===== src/rtl/spi_cmd_pkg.sv =====
package spi_cmd_pkg;
    localparam int BYTE_W    = 8;
    localparam int ADDR_W    = 24;
    localparam int SIZE_W    = 24;
    localparam int WORD_W    = 32;
    localparam int HDR_BYTES = 8;
    localparam int HDR_W     = HDR_BYTES * BYTE_W;
    localparam int CNT_W     = 4;
    localparam int CRC_W     = 7;

    localparam logic [7:0] OP_BULK_WR  = 8'hC1;
    localparam logic [7:0] OP_BULK_RD  = 8'hC2;
    localparam logic [7:0] OP_LREG_WR  = 8'hC3;
    localparam logic [7:0] OP_LREG_RD  = 8'hC4;
    localparam logic [7:0] OP_ABORT    = 8'hC5;
    localparam logic [7:0] OP_RETRY    = 8'hC6;
    localparam logic [7:0] OP_LBULK_WR = 8'hC7;
    localparam logic [7:0] OP_LBULK_RD = 8'hC8;
    localparam logic [7:0] OP_WORD_WR  = 8'hC9;
    localparam logic [7:0] OP_WORD_RD  = 8'hCA;
    localparam logic [7:0] OP_PRESET   = 8'hCF;

    typedef enum logic [2:0] {
        ST_IDLE,
        ST_HEADER,
        ST_TRAILER,
        ST_FILL,
        ST_FINISH
    } frame_state_t;
endpackage


===== src/rtl/spi_cmd_decode.sv =====
module spi_cmd_decode
    import spi_cmd_pkg::*;
(
    input  logic [BYTE_W-1:0] opcode,
    input  logic [ADDR_W-1:0] addr,
    input  logic [SIZE_W-1:0] xfer_size,
    input  logic [WORD_W-1:0] wr_word,
    input  logic              crc_dis,
    output logic              known,
    output logic [HDR_W-1:0]  hdr,
    output logic [CNT_W-1:0]  hdr_len,
    output logic [CNT_W-1:0]  pad_len
);
    localparam logic [CNT_W-1:0] PAD_CTRL   = CNT_W'(6);
    localparam logic [CNT_W-1:0] PAD_PLAIN  = CNT_W'(5);
    localparam logic [CNT_W-1:0] PAD_RD_CRC = CNT_W'(9);
    localparam logic [CNT_W-1:0] PAD_RD_RAW = CNT_W'(7);

    always_comb begin
        known   = 1'b1;
        hdr     = '0;
        hdr_len = CNT_W'(4);
        pad_len = PAD_PLAIN;
        unique case (opcode)
            OP_WORD_RD: begin
                hdr     = {opcode, addr, 32'h0};
                hdr_len = CNT_W'(4);
                pad_len = crc_dis ? PAD_RD_RAW : PAD_RD_CRC;
            end
            OP_WORD_WR: begin
                hdr     = {opcode, addr, wr_word};
                hdr_len = CNT_W'(8);
            end
            OP_LREG_RD: begin
                hdr     = {opcode, addr[15:0], 8'h00, 32'h0};
                hdr_len = CNT_W'(4);
                pad_len = crc_dis ? PAD_RD_RAW : PAD_RD_CRC;
            end
            OP_LREG_WR: begin
                hdr     = {opcode, addr[15:0], wr_word, 8'h00};
                hdr_len = CNT_W'(7);
            end
            OP_BULK_WR, OP_BULK_RD: begin
                hdr     = {opcode, addr, xfer_size[15:0], 16'h0};
                hdr_len = CNT_W'(6);
            end
            OP_LBULK_WR, OP_LBULK_RD: begin
                hdr     = {opcode, addr, xfer_size, 8'h00};
                hdr_len = CNT_W'(7);
            end
            OP_ABORT, OP_RETRY, OP_PRESET: begin
                hdr     = {opcode, 56'h0};
                hdr_len = CNT_W'(4);
                pad_len = PAD_CTRL;
            end
            default: begin
                known = 1'b0;
            end
        endcase
    end
endmodule


===== src/rtl/spi_crc7_step.sv =====
module spi_crc7_step
    import spi_cmd_pkg::*;
#(
    parameter logic [CRC_W-1:0] POLY = 7'h09
) (
    input  logic [CRC_W-1:0]  crc_in,
    input  logic [BYTE_W-1:0] data,
    output logic [CRC_W-1:0]  crc_out
);
    always_comb begin
        logic [CRC_W-1:0] r;
        logic             fb;
        r = crc_in;
        for (int i = BYTE_W - 1; i >= 0; i--) begin
            fb = r[CRC_W-1] ^ data[i];
            r  = {r[CRC_W-2:0], 1'b0} ^ (fb ? POLY : '0);
        end
        crc_out = r;
    end
endmodule


===== src/rtl/spi_cmd_framer.sv =====
module spi_cmd_framer
    import spi_cmd_pkg::*;
#(
    parameter logic [CRC_W-1:0] CRC_SEED = 7'h7F
) (
    input  logic              clk,
    input  logic              rst_n,
    input  logic              start,
    input  logic [7:0]        opcode,
    input  logic [23:0]       addr,
    input  logic [23:0]       xfer_size,
    input  logic [31:0]       wr_word,
    input  logic              crc_dis,
    input  logic              out_ready,
    output logic              out_valid,
    output logic [7:0]        out_byte,
    output logic              busy,
    output logic              done
);
    frame_state_t     state, state_nx;
    logic             known;
    logic [HDR_W-1:0] dec_hdr;
    logic [CNT_W-1:0] dec_hlen, dec_plen;
    logic [HDR_W-1:0] hdr_q;
    logic [CNT_W-1:0] hlen_q, plen_q, cnt_q;
    logic [CRC_W-1:0] crc_q, crc_nx;
    logic             crc_on_q;
    logic             accept, take, last_hdr, last_pad;

    spi_cmd_decode u_dec (
        .opcode    (opcode),
        .addr      (addr),
        .xfer_size (xfer_size),
        .wr_word   (wr_word),
        .crc_dis   (crc_dis),
        .known     (known),
        .hdr       (dec_hdr),
        .hdr_len   (dec_hlen),
        .pad_len   (dec_plen)
    );

    spi_crc7_step u_crc (
        .crc_in  (crc_q),
        .data    (hdr_q[HDR_W-1 -: BYTE_W]),
        .crc_out (crc_nx)
    );

    assign accept   = out_valid && out_ready;
    assign take     = (state == ST_IDLE) && start && known;
    assign last_hdr = (cnt_q == hlen_q - CNT_W'(1));
    assign last_pad = (cnt_q == plen_q - CNT_W'(1));

    always_comb begin
        state_nx = state;
        unique case (state)
            ST_IDLE:    if (take) state_nx = ST_HEADER;
            ST_HEADER:  if (accept && last_hdr) state_nx = crc_on_q ? ST_TRAILER : ST_FILL;
            ST_TRAILER: if (accept) state_nx = ST_FILL;
            ST_FILL:    if (accept && last_pad) state_nx = ST_FINISH;
            ST_FINISH:  state_nx = ST_IDLE;
            default:    state_nx = ST_IDLE;
        endcase
    end

    always_ff @(posedge clk) begin
        if (!rst_n) state <= ST_IDLE;
        else        state <= state_nx;
    end

    always_ff @(posedge clk) begin
        if (!rst_n) begin
            hdr_q    <= '0;
            hlen_q   <= '0;
            plen_q   <= '0;
            cnt_q    <= '0;
            crc_q    <= CRC_SEED;
            crc_on_q <= 1'b0;
        end else begin
            unique case (state)
                ST_IDLE: begin
                    if (take) begin
                        hdr_q    <= dec_hdr;
                        hlen_q   <= dec_hlen;
                        plen_q   <= dec_plen;
                        crc_on_q <= !crc_dis;
                        crc_q    <= CRC_SEED;
                        cnt_q    <= '0;
                    end
                end
                ST_HEADER: begin
                    if (accept) begin
                        hdr_q <= {hdr_q[HDR_W-BYTE_W-1:0], {BYTE_W{1'b0}}};
                        crc_q <= crc_nx;
                        cnt_q <= last_hdr ? '0 : cnt_q + CNT_W'(1);
                    end
                end
                ST_FILL: begin
                    if (accept) cnt_q <= cnt_q + CNT_W'(1);
                end
                default: ;
            endcase
        end
    end

    always_comb begin
        out_valid = 1'b0;
        out_byte  = '0;
        busy      = (state != ST_IDLE);
        done      = 1'b0;
        unique case (state)
            ST_IDLE: ;
            ST_HEADER: begin
                out_valid = 1'b1;
                out_byte  = hdr_q[HDR_W-1 -: BYTE_W];
            end
            ST_TRAILER: begin
                out_valid = 1'b1;
                out_byte  = {crc_q, 1'b0};
            end
            ST_FILL: out_valid = 1'b1;
            ST_FINISH: done = 1'b1;
            default: ;
        endcase
    end


    hold_byte_chk: assert property (@(posedge clk) disable iff (!rst_n)
        (out_valid && !out_ready) |=> (out_valid && $stable(out_byte)));


    done_pulse_chk: assert property (@(posedge clk) disable iff (!rst_n)
        done |=> (!done && !busy));


    first_byte_chk: assert property (@(posedge clk) disable iff (!rst_n)
        (!busy && start && known) |=> (out_valid && out_byte == $past(opcode)));


    unknown_ignored_chk: assert property (@(posedge clk) disable iff (!rst_n)
        (!busy && start && !known) |=> !busy);


    busy_start_chk: assert property (@(posedge clk) disable iff (!rst_n)
        (busy && !done && out_valid && !out_ready && start) |=> $stable(out_byte));
endmodule


===== config.mk =====
export PLATFORM = sky130hd
export DESIGN_NAME = spi_cmd_framer
export DESIGN_NICKNAME = d
export VERILOG_FILES = /design/src/rtl/spi_cmd_pkg.sv /design/src/rtl/spi_cmd_decode.sv /design/src/rtl/spi_crc7_step.sv /design/src/rtl/spi_cmd_framer.sv
export SDC_FILE = /design/constraint.sdc
export NUM_CORES = 1
export LEC_CHECK = 0
export BUFFER_PORTS_ARGS = -buffer_cell sky130_fd_sc_hd__buf_2
export CAP_MARGIN = 20
export CORE_MARGIN = 2
export CORE_UTILIZATION = 50
export CTS_BUF_LIST = sky130_fd_sc_hd__clkbuf_2
export DETAILED_ROUTE_END_ITERATION = 8
export GPL_TIMING_DRIVEN = 0
export PLACE_DENSITY_LB_ADDON = 0.25
export SLEW_MARGIN = 15
export SYNTH_ARGS = -nofsm -noshare
export SYNTH_HDL_FRONTEND = slang
export SYNTH_HIERARCHICAL = 1
export SYNTH_SLANG_ARGS = --single-unit

===== constraint.sdc =====
create_clock -name clk -period 3.6 [get_ports clk]
set_clock_uncertainty 0.1 [all_clocks]
set_input_delay 0.72 -clock clk [delete_from_list [all_inputs] [get_ports clk]]
set_output_delay 0.72 -clock clk [all_outputs]
set_load 0.03 [all_outputs]

==> results_dict.tcl <==
set metrics [dict create \
    cts_setup_buffers 0 \
    path_buf_inv 4 \
    path_class "reg -> out" \
    vias 6123 \
    synth_top_area_share_pct 28.99 \
    fin_setup_tns_ns 0 \
    cts_root_buf "clkbuf_2" \
    slowest_delay_ns 0.35 \
    row_count 40 \
    postSynthCellCount 731 \
    fin_cells 996 \
    cp-end-kind "output port" \
    finalWeightedCongestion 0.9320 \
    initial_utilization_pct 50.64 \
    startpoint "state[2]" \
    setup_viol 0 \
    switching_share_pct 34.76 \
    outcome "completed" \
    area_delta_synth_final_pct 13.79 \
    fmax_ghz 0.3040 \
    drt_iter0_drc 566 \
    netlist_area_um2 6007 \
    max-slew-margin-rel_pct 41.25 \
    drc 0 \
    syn_area_per_cell_um2 8.218 \
    synth.yosys.seq_area_share_pct 28.99 \
    dp_cells 980 \
    ir_worst_vdd_v 0.0001935 \
    rsz0062_at_grt "no" \
    synth_seq_cells 87 \
    cts.repair.resized 0 \
    worst_slew_pin_slew_ns 0.8794 \
    portBuffers 101 \
    die_x_um 113.6 \
    grt-ovfl-total 0 \
    p_switching_mw 0.8489 \
    antenna_found_initial 0 \
    die_area_um2 12910 \
    p_int_mw 1.593 \
    clk_pin_slew_ns 0.23 \
    grt_pass1_vias 5925 \
    p_comb_share_pct 30.8 \
    ctsHoldBuffers 0 \
    die_h_um 113.6 \
    drive_above_1_share_pct 25.68 \
    dp_hpwl_um 14140 \
    io_pins 104 \
    start_kind "flip-flop" \
    hold_violations 0 \
    p_total_mw 2.442 \
    dp_slack_ns 0.03374 \
    cts_tree "yes" \
    hp-class "reg -> reg" \
    cp_slowest_cell "dfxtp_1" \
    seqPwrFrac_pct 45.6 \
    grt_max_degree 15 \
    min_from "hdr_q[6]" \
    viasPerCell 6.148 \
    synthArstFlopShare_pct 0 \
    final_nets 940 \
    worst_slack_ns 0.3110 \
    post-synth-top-count-cell "nand2_1" \
    cts_inserted_buffers 9 \
    antenna_cells 0 \
    post_drt_wl_per_cell_um 18.54 \
    max-clock-path-buffers 2 \
    routed_wl_um 18470 \
    ant_nets 0 \
    fin_crit_sh_pct 91.36 \
    leakage_nw 2.850 \
    drv_slew 0 \
    fillers 1117 \
    worstPathRequired_ns 2.78 \
    timing.rr.start "state[2]" \
    clkLatencyLatePin_ns 0.58 \
    synth_warnings 6 \
    grt_pass1_wl_um 29240 \
    cts.sinks 87 \
    synth_top_flop_cell "dfxtp_1" \
    synth_edf_count 0 \
    core_um2 11860 \
    pwr-share-clk_pct 23.6 \
    synthTopCellsByCount "nand2_1, dfxtp_1, o21ai_0, nor2_1, nand3_1" \
    max_cap_viol_count 0 \
    first_pass_iters 7 \
    grtUsageTotal_pct 28.44 \
    arrival_ns 2.47 \
    power_density_nw_per_um2 357.3 \
    finalCriticalPeriod_ns 3.289 \
    cts.htree.levels 3 \
    crit_family "buffers and inverters" \
    synthTopCellsByArea "dfxtp_1, a311oi_2, nand2_1, o21ai_0, o211a_1" \
    crit_top_cell "buf_2" \
    yosysTopAreaCell "dfxtp_1" \
    worstPathCellList "clkbuf_1 -> nand2b_1 -> nor2_1 -> buf_2 -> buf_2 -> and2_1 -> buf_2" \
    path_max_fanout 10 \
    yosysUniqueCellTypes 59 \
]
[layout make-up]
class | instances | area (um^2) | area share (%)
Multi-Input combinational cell | 558 | 3810 | 55.74
Sequential cell | 87 | 1742 | 25.48
Timing Repair Buffer | 101 | 505.5 | 7.395
Buffer | 76 | 417.9 | 6.114
Tap cell | 147 | 183.9 | 2.691
Clock inverter | 6 | 85.08 | 1.245
Clock buffer | 10 | 50.05 | 0.7322
Inverter | 11 | 41.29 | 0.6041
[per-stage QoR]
| step | utilization [%] | cell area [um^2] | hold WS (ns) |
|---|---|---|---|
| 2_1_floorplan | - | 6011 | 0.3412 |
| 3_3_place_gp | 56.49 | 6700 | 0.3558 |
| 3_5_place_dp | 56.49 | 6700 | 0.3621 |
| 4_1_cts | 57.63 | 6835 | 0.3727 |
| 5_1_grt | 57.63 | 6835 | 0.3676 |
| 6_report | 57.63 | 6835 | 0.3861 |
[layout by cell type (no fill, tap or decap), drive strengths merged, types with 6 or more instances in the layout]
master | synthesis | routed
a21boi | 8 | 8
a21oi | 20 | 20
a221o | 15 | 15
a22o | 24 | 24
a22oi | 27 | 27
a311oi | 28 | 28
and2 | 11 | 11
buf | 43 | 144
clkbuf | 33 | 43
dfxtp | 87 | 87
inv | 10 | 10
mux2 | 16 | 16
nand2 | 108 | 108
nand3 | 41 | 41
nor2 | 63 | 63
nor2b | 7 | 7
nor3 | 10 | 10
o211a | 29 | 29
o21ai | 70 | 70
o22ai | 7 | 7
xnor2 | 18 | 18
xor2 | 6 | 6
[registers in the layout, summed over array words and instances (netlist names)]
name / flops
cnt_q: 4
hdr_q: 64
hlen_q: 4
crc_q: 7
crc_on_q: 1
plen_q: 4
state: 3
[power groups by stage]
| stage | clock network (mW) | logic (mW) | registers, mW |
|---|---|---|---|
| detailed placement | 0 | 0.740 | 1.13 |
| global placement | 0 | 0.720 | 1.13 |
| floorplan | 0 | 0.533 | 1.11 |
| CTS | 0.581 | 0.743 | 1.11 |
| finish | 0.575 | 0.752 | 1.11 |
| global route | 0.620 | 0.811 | 1.12 |
[routing by layer]
metal	GRT usage [%]	up-vias	wire length [um]
li1	-	2911	-
met1	35.62	2885	7599
met2	48.22	286	8929
met3	5.260	41	1418
met4	11.87	0	521
met5	0	-	0
[path summary, 6_finish.rpt]
path                       to  slack (ns)  depth (start not counted)
setup reg to reg    hdr_q[41]        1.39                          6
hold / removal       hdr_q[6]        0.39                          2
hold reg to reg      hdr_q[6]        0.39                          2
setup / recovery  out_byte[0]        0.31                          7
[cells by family (layout without fill, tap and decap cells)]
family | Yosys count | count (layout) | synth area share, %
adder cells (fa/ha/maj) | 3 | 3 | 0.6249
XOR/XNOR | 29 | 29 | 6.020
other | 1 | 2 | 0.06243
AND/OR/NAND/NOR | 261 | 261 | 20.18
buffers and inverters | 87 | 204 | 7.644
multiplexers | 16 | 16 | 2.999
flip-flops | 87 | 87 | 28.99
AO/OA/AOI/OAI | 247 | 247 | 33.47
[worst min-delay path, stage by stage (launching register included)]
cell      delay, ns
dfxtp_1        0.36
nand2_1        0.05
a21boi_0       0.06
Power figures use the tool's default switching activity.
